[src/rtl/nrs_pkg.sv]
`timescale 1ns/1ps
package nrs_pkg;

  typedef enum logic [1:0] {
    PH_IDLE,
    PH_STOP_WAIT,
    PH_EE_START,
    PH_EE_WAIT
  } phase_t;

  typedef enum logic [2:0] {
    K_NONE,
    K_POR,
    K_HW,
    K_SW,
    K_STOP_ARM,
    K_STOP_FIRE
  } kind_t;

endpackage

[src/rtl/nrs_pin_filter.sv]
`timescale 1ns/1ps
module nrs_pin_filter #(
  parameter int MIN_PULSE = 4
) (
  input  logic clk,
  input  logic rst,
  input  logic pin_i,
  input  logic pg_i,
  output logic evt_o
);
  localparam int CW = $clog2(MIN_PULSE + 1);
  localparam logic [CW-1:0] LAST = CW'(MIN_PULSE - 1);
  localparam logic [CW-1:0] FULL = CW'(MIN_PULSE);

  logic [CW-1:0] run_q;
  logic          qual;

  assign qual  = pin_i && pg_i;
  assign evt_o = qual && (run_q == LAST);

  // run length of qualified pin samples, saturating once the event has fired
  always_ff @(posedge clk) begin
    if (rst || !qual) begin
      run_q <= '0;
    end else if (run_q != FULL) begin
      run_q <= run_q + 1'b1;
    end
  end

  AST_ONE_EVT_PER_PULSE: assert property (@(posedge clk) disable iff (rst)
    evt_o |=> !evt_o);

endmodule

[src/rtl/nrs_arbiter.sv]
`timescale 1ns/1ps
module nrs_arbiter
  import nrs_pkg::*;
(
  input  phase_t phase_i,
  input  logic   por_pend_i,
  input  logic   hw_evt_i,
  input  logic   sw_req_i,
  input  logic   stop_wr_i,
  input  logic   stop_bit_i,
  input  logic   mst_idle_i,
  output kind_t  kind_o
);
  logic ee_phase;
  assign ee_phase = (phase_i == PH_EE_START) || (phase_i == PH_EE_WAIT);

  // fixed priority: power-on, hardware, software, stop
  always_comb begin
    kind_o = K_NONE;
    if (por_pend_i) begin
      kind_o = K_POR;
    end else if (hw_evt_i) begin
      kind_o = K_HW;
    end else if (sw_req_i && !ee_phase) begin
      kind_o = K_SW;
    end else if ((phase_i == PH_STOP_WAIT) && mst_idle_i) begin
      kind_o = K_STOP_FIRE;
    end else if (stop_wr_i && !stop_bit_i && (phase_i == PH_IDLE)) begin
      kind_o = K_STOP_ARM;
    end
  end

endmodule

[src/rtl/nic_reset_seq.sv]
`timescale 1ns/1ps
module nic_reset_seq
  import nrs_pkg::*;
#(
  parameter int MIN_PULSE = 4
) (
  input  logic clk,
  input  logic rst,
  input  logic hw_pin_i,
  input  logic pwr_good_i,
  input  logic rst_port_rd_i,
  input  logic stop_wr_i,
  input  logic stop_bit_i,
  input  logic mst_req_i,
  input  logic mst_idle_i,
  input  logic ee_done_i,
  output logic clr_cfg_o,
  output logic clr_buscfg_o,
  output logic clr_csr_o,
  output logic clr_csr_sw_o,
  output logic clr_csr_stop_o,
  output logic clr_por_o,
  output logic seq_restart_o,
  output logic ee_start_o,
  output logic mst_abort_o,
  output logic bus_req_o,
  output logic busy_o
);
  phase_t phase_q, phase_d;
  kind_t  kind;
  logic   por_pend_q;
  logic   hw_evt;
  logic   hw_like, abrupt;

  nrs_pin_filter #(.MIN_PULSE(MIN_PULSE)) u_filter (
    .clk   (clk),
    .rst   (rst),
    .pin_i (hw_pin_i),
    .pg_i  (pwr_good_i),
    .evt_o (hw_evt)
  );

  nrs_arbiter u_arb (
    .phase_i    (phase_q),
    .por_pend_i (por_pend_q),
    .hw_evt_i   (hw_evt),
    .sw_req_i   (rst_port_rd_i),
    .stop_wr_i  (stop_wr_i),
    .stop_bit_i (stop_bit_i),
    .mst_idle_i (mst_idle_i),
    .kind_o     (kind)
  );

  assign hw_like = (kind == K_POR) || (kind == K_HW);
  assign abrupt  = hw_like || (kind == K_SW);

  always_comb begin
    phase_d = phase_q;
    case (kind)
      K_POR, K_HW:        phase_d = PH_EE_START;
      K_SW, K_STOP_FIRE:  phase_d = PH_IDLE;
      K_STOP_ARM:         phase_d = PH_STOP_WAIT;
      default: begin
        case (phase_q)
          PH_EE_START: phase_d = PH_EE_WAIT;
          PH_EE_WAIT:  phase_d = ee_done_i ? PH_IDLE : PH_EE_WAIT;
          default:     phase_d = phase_q;
        endcase
      end
    endcase
  end

  always_ff @(posedge clk) begin
    if (rst) begin
      por_pend_q     <= 1'b1;
      phase_q        <= PH_IDLE;
      clr_cfg_o      <= 1'b0;
      clr_buscfg_o   <= 1'b0;
      clr_csr_o      <= 1'b0;
      clr_csr_sw_o   <= 1'b0;
      clr_csr_stop_o <= 1'b0;
      clr_por_o      <= 1'b0;
      seq_restart_o  <= 1'b0;
      ee_start_o     <= 1'b0;
      mst_abort_o    <= 1'b0;
      bus_req_o      <= 1'b0;
      busy_o         <= 1'b0;
    end else begin
      por_pend_q     <= 1'b0;
      phase_q        <= phase_d;
      clr_cfg_o      <= hw_like;
      clr_buscfg_o   <= hw_like;
      clr_csr_o      <= hw_like;
      clr_csr_sw_o   <= (kind == K_SW);
      clr_csr_stop_o <= (kind == K_STOP_FIRE);
      clr_por_o      <= (kind == K_POR);
      seq_restart_o  <= hw_like || (kind == K_SW) || (kind == K_STOP_FIRE);
      ee_start_o     <= (phase_q == PH_EE_START) && !hw_like;
      mst_abort_o    <= abrupt;
      bus_req_o      <= mst_req_i && !abrupt;
      busy_o         <= (kind != K_NONE) || (phase_d != PH_IDLE);
    end
  end

  AST_HW_QUALIFIED: assert property (@(posedge clk) disable iff (rst)
    (clr_cfg_o && !clr_por_o) |-> $past(hw_pin_i && pwr_good_i));
  AST_POR_SUPERSET: assert property (@(posedge clk) disable iff (rst)
    clr_por_o |-> (clr_cfg_o && clr_buscfg_o && clr_csr_o));
  AST_EE_FOLLOWS_HW: assert property (@(posedge clk) disable iff (rst)
    ee_start_o |-> $past(clr_cfg_o));
  AST_SW_SCOPE: assert property (@(posedge clk) disable iff (rst)
    clr_csr_sw_o |-> (!clr_cfg_o && !clr_buscfg_o && !clr_csr_o && !ee_start_o));
  AST_SW_DROPS_REQ: assert property (@(posedge clk) disable iff (rst)
    clr_csr_sw_o |-> (!bus_req_o && mst_abort_o));
  AST_STOP_AFTER_IDLE: assert property (@(posedge clk) disable iff (rst)
    clr_csr_stop_o |-> $past(mst_idle_i));
  AST_STOP_SCOPE: assert property (@(posedge clk) disable iff (rst)
    clr_csr_stop_o |-> (!clr_cfg_o && !clr_csr_sw_o && !ee_start_o && !mst_abort_o));
  AST_BUSY_COVERS: assert property (@(posedge clk) disable iff (rst)
    (seq_restart_o || ee_start_o) |-> busy_o);

endmodule

[config.mk]
export PLATFORM = sky130hd
export DESIGN_NAME = nic_reset_seq
export DESIGN_NICKNAME = d
export VERILOG_FILES = /design/src/rtl/nrs_pkg.sv /design/src/rtl/nrs_pin_filter.sv /design/src/rtl/nrs_arbiter.sv /design/src/rtl/nic_reset_seq.sv
export SDC_FILE = /design/constraint.sdc
export NUM_CORES = 1
export LEC_CHECK = 0
export BUFFER_PORTS_ARGS = -buffer_cell sky130_fd_sc_hd__buf_2
export CAP_MARGIN = 20
export CORE_AREA = 2 2 39 41
export DETAILED_ROUTE_END_ITERATION = 10
export DIE_AREA = 0 0 41 43
export HOLD_SLACK_MARGIN = 0.03
export PLACE_DENSITY_LB_ADDON = 0.25
export SYNTH_ARGS = -nofsm -noshare
export SYNTH_HDL_FRONTEND = slang
export SYNTH_SLANG_ARGS = --single-unit
[constraint.sdc]
create_clock -name clk -period 2.7 [get_ports clk]
set_clock_uncertainty 0.15 [all_clocks]
set_input_delay 0.27 -clock clk [delete_from_list [all_inputs] [get_ports clk]]
set_output_delay 0.27 -clock clk [all_outputs]
set_load 0.01 [all_outputs]
==> impl_results.md, run 1 <==
* Slew margin rel. at 0.791
* Dpl hpwl at 730 um
* Routed via count at 432
* CP Data Arrival Time at 1.62 ns
* Post-synthesis compound-gate area fraction at 0.116
* Setup TNS at 0 ns
* Die area at 1760 sq um
* CTS Root Cell: clkbuf_4
* Post-route ant nets at 0
* Max Root-Sink Buffers at 2
* Post-route minimum period at 1.57 ns
* Iter 0 DRT Violations at 3
* Switching share of power at 0.245
* Crit Path Category: flip-flop to flip-flop
* Period utilization at 0.581
* Crit end category: flip-flop
* Crit-path max FO at 6
* Syn Nets at 67
* Initial antenna violation count at 0
* Final Hold Fails at 0
* Die Y at 43 um
* Number of diodes at 0
* Sink Count at 15
* Max-Cap Viols at 0
* Sequential power share at 0.582
* Crit-path max cell delay at 0.34 ns
* Area of the multi-input gates at 233 sq um
* Clk pin slew, worst setup/hold paths at 0.09 ns
* Area Growth Syn to Fin at 25.5%
* Hold path cells at 1
* Port-buffer cells at 20
* Pint at 0.307 mW
* Largest net degree at the start of global routing at 10
* Ports at 21
* Post-Syn Area at 559 sq um
* P_leak at 0.315 nW
* P_sw at 0.0997 mW
* CTS tree: done
* Mapped Cells at 54
* Crit path max-delay family: adder cells
* Status: complete, no violations
* Drt pass-1 iters at 4
* Slowest cell on the critical path: dfxtp_1
* Clk Latency, worst-skew pair at 0.28 ns
* Vias per cell at 4.65
* Min-delay worst type: primary input to flip-flop
* Post-synthesis mux area share at 0
* GPL Wtd Cong at 0.638
* Global-route wire length before repair at 1.46 mm
* Placement Rows at 14
* Adder-cell share of the synthesized area at 0.0671
* Cells along the critical path: ha_1 > ha_1 > a31oi_4 > nand2b_4 > nor4_2
* Design area at 702 sq um
* Hold buffers post-CTS at 1
* Final setup fails at 0
* Layout cells sized above 1 at 0.351
* PwrDens at 579 nW/um^2
* Fmax at 638 MHz
* CP Buf/Inv Count at 0
* Total CTS buffers at 3
* Syn_area_per_cell at 10.4 sq um
* Clock power frac at 0.313
* Total Nets Final at 91
* RR Endpoint: clr_csr_stop_o$_SDFF_PP0_
* Largest family of logic cells by synthesized area: simple AND/OR/NAND/NOR gates
* RSZ-0062 raised after global routing: no
* Initial cell density of the core at 0.404
* Final Routed Wirelength at 941 um
* Max IR drop VDD at 0.000229 V
* R2r worst-path depth at 5
* Synth unique cells at 19
* Synth Area in XOR/XNOR at 0.0157
* Final-layout fill cell count at 136
* Resized cells post-CTS at 0
* Register bit total from synthesis at 15
* Register area share after synthesis at 0.537
* Worst Setup Start Kind: flip-flop
* WL per Instance at 10.1 um
* Synth Warn # at 0
* Flop-to-flop setup slack at 1.13 ns
* Seq. cell area at 300 sq um
* Cell seen most often among critical-path stages: ha_1
* Critical R2R Launch: u_filter.run_q[0]$_SDFFE_PP0P_
* H-Tree Depth at 1
* Worst hold start: rst
* Worst Hold Path EP: por_pend_q$_DFF_P_
* Core footprint at 1380 sq um
* Max-slew violations at 0
* Drt drc at 0
* Vias in the first global route at 407
* # Post-CTS Setup Buffers at 0
* Die W at 41 um
* Simple-gate share of the synthesized area at 0.217
* Critical Path RT at 2.75 ns
* Actual slew at the worst max-slew pin at 0.311 ns
* GRT Residual Overflow at 0
* Cell depth of the worst setup path at 5
* Total track usage at 0.128
* Comb power frac at 0.105
* Area after DPL at 664 sq um
## cell type report
class                      instances  share of cell area
multi-input combinational         34               0.332
tap                               16              0.0285
clock inverter                     1             0.00713
clock buffer                       3              0.0321
sequential                        15               0.428
inverter                           3              0.0160
timing repair buffer              21               0.157
## cells by family after synthesis
kind of cell,after synthesis
adder cells (fa/ha/maj),3
XOR/XNOR,1
AND/OR/NAND/NOR,21
buffers and inverters,5
AO/OA/AOI/OAI,9
flip-flops,15
## state kept, by name (all words and copies together) (netlist names)
register and cells:
ee_start_o 1, por_pend_q 1, clr_por_o 1, phase_q 2, seq_restart_o 1, bus_req_o 1, busy_o 1, mst_abort_o 1
clr_csr_o 1, clr_csr_sw_o 1, clr_csr_stop_o 1, u_filter.run_q 3
## layout by cell type (no fill, tap or decap), drive strengths merged
cell type    count
buf             20
dfxtp           15
nand2            6
a21oi            6
nor2             4
inv              3
ha               3
clkbuf           3
nand3            2
nor2b            2
nor3b            2
a31oi            2
nand2b           2
nand3b           1
nor4             1
or2              1
o31ai            1
xnor2            1
clkinv           1
dlygate4sd3      1
## Yosys cell counts, drive strengths merged
cell / count / area share
a21oi: 6 / 0.054
a31oi: 2 / 0.049
buf: 2 / 0.027
dfxtp: 15 / 0.54
ha: 3 / 0.067
inv: 3 / 0.020
nand2: 6 / 0.040
nand2b: 2 / 0.036
nand3: 2 / 0.018
nand3b: 1 / 0.013
nor2: 4 / 0.027
nor2b: 2 / 0.022
nor3b: 2 / 0.027
nor4: 1 / 0.022
o31ai: 1 / 0.013
or2: 1 / 0.011
xnor2: 1 / 0.016
## per-layer routing
metal | track usage | share of wire
met3 | 0.0471 | 0.054
met4 | 0.100 | 0.016
met2 | 0.200 | 0.53
met1 | 0.127 | 0.40
met5 | 0 | 0
## power by group through the flow
stage               sequential (mW)  clock (mW)  combinational, mW
floorplan                     0.245           0             0.0205
global placement              0.242           0             0.0419
detailed placement            0.242           0             0.0424
CTS                           0.237       0.134             0.0437
global route                  0.239       0.142             0.0484
finish                        0.237       0.127             0.0428
## through the flow
step	util	cells	total power [mW]	setup WS [ns]	hold WS [ns]
detailed placement	0.480	88	0.285	1.15	0.332
CTS	0.507	93	0.415	1.13	0.0339
finish	0.507	93	0.407	1.13	0.0409
global placement	0.480	88	0.284	1.19	0.328
global route	0.507	93	0.429	1.05	0.0337
floorplan	-	54	0.266	1.23	0.148
## worst max-delay path by stage
stage	startpoint	to
4_1_cts	u_filter.run_q[0]$_SDFFE_PP0P_	clr_csr_stop_o$_SDFF_PP0_
2_1_floorplan	u_filter.run_q[0]$_SDFFE_PP0P_	clr_csr_stop_o$_SDFF_PP0_
5_1_grt	u_filter.run_q[0]$_SDFFE_PP0P_	clr_csr_stop_o$_SDFF_PP0_
6_report	u_filter.run_q[0]$_SDFFE_PP0P_	clr_csr_stop_o$_SDFF_PP0_
3_5_place_dp	u_filter.run_q[0]$_SDFFE_PP0P_	clr_csr_stop_o$_SDFF_PP0_
3_3_place_gp	u_filter.run_q[0]$_SDFFE_PP0P_	clr_csr_stop_o$_SDFF_PP0_
Note: power is estimated with default switching activity, not from simulation.
==> run 2: changes to the inputs <==
--- a/config.mk
+++ b/config.mk
@@ -5,11 +5,11 @@
 export SDC_FILE = /design/constraint.sdc
 export NUM_CORES = 1
 export LEC_CHECK = 0
+export ABC_AREA = 1
 export BUFFER_PORTS_ARGS = -buffer_cell sky130_fd_sc_hd__buf_2
 export CAP_MARGIN = 20
-export CORE_AREA = 2 2 39 41
+export CORE_UTILIZATION = 47
 export DETAILED_ROUTE_END_ITERATION = 10
-export DIE_AREA = 0 0 41 43
 export HOLD_SLACK_MARGIN = 0.03
 export PLACE_DENSITY_LB_ADDON = 0.25
 export SYNTH_ARGS = -nofsm -noshare
==> constraint.sdc (replaced) <==
create_clock -name clk -period 1.5 [get_ports clk]
set_clock_uncertainty 0.15 [all_clocks]
set_input_delay 0.15 -clock clk [delete_from_list [all_inputs] [get_ports clk]]
set_output_delay 0.15 -clock clk [all_outputs]
set_load 0.01 [all_outputs]
==> impl_results.md, run 2 <==
* Layout cells sized above 1 at 0.343 (-0.00779)
* Clk Latency, worst-skew pair at 0.28 ns (about the same)
* Global-route wire length before repair at 1.73 mm (+19%)
* Dpl ws at 0.113 ns (-1.04 ns)
* Register bit total from synthesis at 15 (unchanged)
* Total Nets Final at 119 (+31%)
* Dpl cells at 111 (+26%)
* Commonest non-fill, non-tap cell in the layout: buf_2
* Synth area leaders: dfxtp_1, nand2_1, inv_1
* WL per Instance at 9.66 um (-4.5%)
* Die W at 39.4 um (-3.9%)
* Crit-path max cell delay at 0.33 ns (about the same)
* Post-route minimum period at 1.38 ns (-0.191 ns)
* Routed via count at 543 (+26%)
* Fmax at 726 MHz (+14%)
* Core footprint at 1300 sq um (-6.0%)
* GRT Residual Overflow at 0 (unchanged)
* Drt pass-1 iters at 4 (unchanged)
* Crit path max-delay family: simple AND/OR/NAND/NOR gates
* Synth unique cells at 17 (-2)
* # Post-CTS Setup Buffers at 0 (unchanged)
* Synth Warn # at 0 (unchanged)
* Max Root-Sink Buffers at 2 (unchanged)
* Largest net degree at the start of global routing at 10 (unchanged)
* Ports at 21 (unchanged)
* Initial antenna violation count at 0 (unchanged)
* Area share of the largest cell type after synthesis at 0.457 (-0.0798)
* Register area share after synthesis at 0.457 (-0.0798)
* CTS tree: done
* Setup WS post-layout at 0.123 ns (-1.01 ns)
* Worst hold slack at 0.0727 ns (+0.0318 ns)
* P_leak at 0.458 nW (+46%)
* Crit-path max FO at 5 (-1)
* Post-route ant nets at 0 (unchanged)
* Die Y at 39.4 um (-8.4%)
* Max IR drop VDD at 0.000568 V (+150%)
* CTS Root Cell: clkbuf_4
* Total CTS buffers at 3 (unchanged)
* Final Routed Wirelength at 1.16 mm (+23%)
* Most frequent cell after synthesis: nand2_1
* Largest family of logic cells by synthesized area: simple AND/OR/NAND/NOR gates
* Setup TNS at 0 ns (unchanged)
* Min-delay worst type: primary input to flip-flop
* Mapped Cells at 79 (+46%)
* Asr flop ratio synth at 0 (unchanged)
* Iter 0 DRT Violations at 9 (+6)
* Vias per cell at 4.53 (-2.6%)
* GPL Wtd Cong at 0.832 (+30%)
* Largest register FFs at 3 (unchanged)
* Final setup fails at 0 (unchanged)
* Slowest cell on the critical path: dfxtp_2
* CP Data Arrival Time at 1.46 ns (-0.16 ns)
* PwrDens at 914 nW/um^2 (+58%)
* Critical Path RT at 1.58 ns (-1.17 ns)
* Adder-cell share of the synthesized area at 0.0571 (-0.00997)
* Number of diodes at 0 (unchanged)
* Area Growth Syn to Fin at 26.3%
* Sink Count at 15 (unchanged)
* Post-synth top cells: nand2_1, dfxtp_1, inv_1
* Cell seen most often among critical-path stages: nand2_1
* Port-buffer cells at 20 (unchanged)
* CP Buf/Inv Count at 0 (unchanged)
* Worst Setup Start Kind: flip-flop
* Cells along the critical path: ha_1 > ha_2 > nand3_4 > nand4_4 > nor2_2 > nand2_1 > nand2_1
* Final-layout fill cell count at 129 (-5.1%)
* Placement Rows at 13 (-1)
* Die area at 1550 sq um (-12%)
* Area leader, netlist: dfxtp_1
* Drt drc at 0 (unchanged)
* Actual slew at the worst max-slew pin at 0.226 ns (-0.0854 ns)
* Total track usage at 0.182 (+0.0540)
* Commonest register cell after synthesis: dfxtp_1
* Max-Cap Viols at 0 (unchanged)
* Biggest register: u_filter.run_q
* EDFF count, synth at 0 (unchanged)
* Syn Nets at 92 (+37%)
* Dpl hpwl at 829 um (+14%)
* Top Registers: u_filter.run_q: 3 flops, phase_q: 2 flops
* Cell Count, Final, Fillers Out at 120 (+29%)
* Status: complete, no violations
* Post-synthesis compound-gate area fraction at 0.0343 (-0.0820)
* Simple-gate share of the synthesized area at 0.314 (+0.0973)
* Syn_area_per_cell at 8.31 sq um (-20%)
* Most frequent cells in the layout: buf_2, nand2_1, dfxtp_1
* Crit end category: flip-flop
* Period utilization at 0.918 (+0.337)
* Clk pin slew, worst setup/hold paths at 0.08 ns (about the same)
* Post-Syn Area at 657 sq um (+17%)
* Post-layout utilization of the core at 0.638 (+0.130)
* H-Tree Depth at 1 (unchanged)
* Vias in the first global route at 434 (+6.6%)
* RSZ-0062 raised after global routing: no
* Initial cell density of the core at 0.505 (+0.101)
* Final Hold Fails at 0 (unchanged)
* Crit Path Category: flip-flop to flip-flop
* Max-slew violations at 0 (unchanged)
* Post-synthesis mux area share at 0 (unchanged)
* Synth Area in XOR/XNOR at 0 (-0.0157)
* Slew margin rel. at 0.848 (+0.0573)
-- run 2: cell count changes after synthesis, moves of 3 or more --
cell     before  now
nor2_1        4    8
nand2_1       6   19
inv_1         3   13
nand3_2       0    3
inv_2         0    4
a21oi_1       6    3
-- run 2: metrics by stage --
stage	power (mW)	cell area, sq um
3_3_place_gp	0.528	749
2_1_floorplan	0.499	657
4_1_cts	0.763	826
3_5_place_dp	0.530	749
6_report	0.758	830
5_1_grt	0.797	830
-- run 2: cells by family after synthesis --
group / count (synthesis)
simple gates: 37
flops: 15
buf+inv: 20
compound gates: 4
fa+ha+maj: 3
-- run 2: repair_timing --
item	CTS	global route
gates resized for setup	0	2
hold buffers	5	0
hold endpoints to repair	10	0
setup endpoints to repair	0	1
-- run 2: area by class of cell --
| type | count | area [sq um] | share of cell area |
|---|---|---|---|
| Clock buffer | 4 | 26.3 | 0.0317 |
| Inverter | 17 | 63.8 | 0.0769 |
| Multi-Input combinational cell | 44 | 269 | 0.324 |
| Sequential cell | 15 | 302 | 0.363 |
| Tap cell | 15 | 18.8 | 0.0226 |
| Timing Repair Buffer | 25 | 150 | 0.181 |
-- run 2: worst reg2reg max path: cells and delay by family, from the launching register on --
family                   cells  cell delay (ns)
flip-flops                   1             0.33
adder cells (fa/ha/maj)      2             0.40
AND/OR/NAND/NOR              5             0.45
-- run 2: power by group --
group          total, mW  internal, mW  switching [mW]  leakage (nW)
Sequential         0.423         0.416         0.00726         0.124
Clock              0.227         0.103           0.124        0.0150
Combinational      0.107        0.0479          0.0594         0.319
Total              0.758         0.567           0.191         0.458
-- run 2: final timing paths --
path / startpoint / to / slack, ns / depth (start not counted)
min reg2reg: u_filter.run_q[0]$_SDFFE_PP0P_ / u_filter.run_q[0]$_SDFFE_PP0P_ / 0.33 / 2
max reg2reg: u_filter.run_q[0]$_SDFFE_PP0P_ / phase_q[1]$_SDFF_PP0_ / 0.12 / 7
max: u_filter.run_q[0]$_SDFFE_PP0P_ / phase_q[1]$_SDFF_PP0_ / 0.12 / 7
min: ee_done_i / phase_q[1]$_SDFF_PP0_ / 0.07 / 6
-- run 2: routing by layer --
metal / global-route usage / part of all wire
met1: 0.177 / 0.43
met5: 0 / 0
met2: 0.313 / 0.49
met4: 0.155 / 0.036
met3: 0.0511 / 0.033
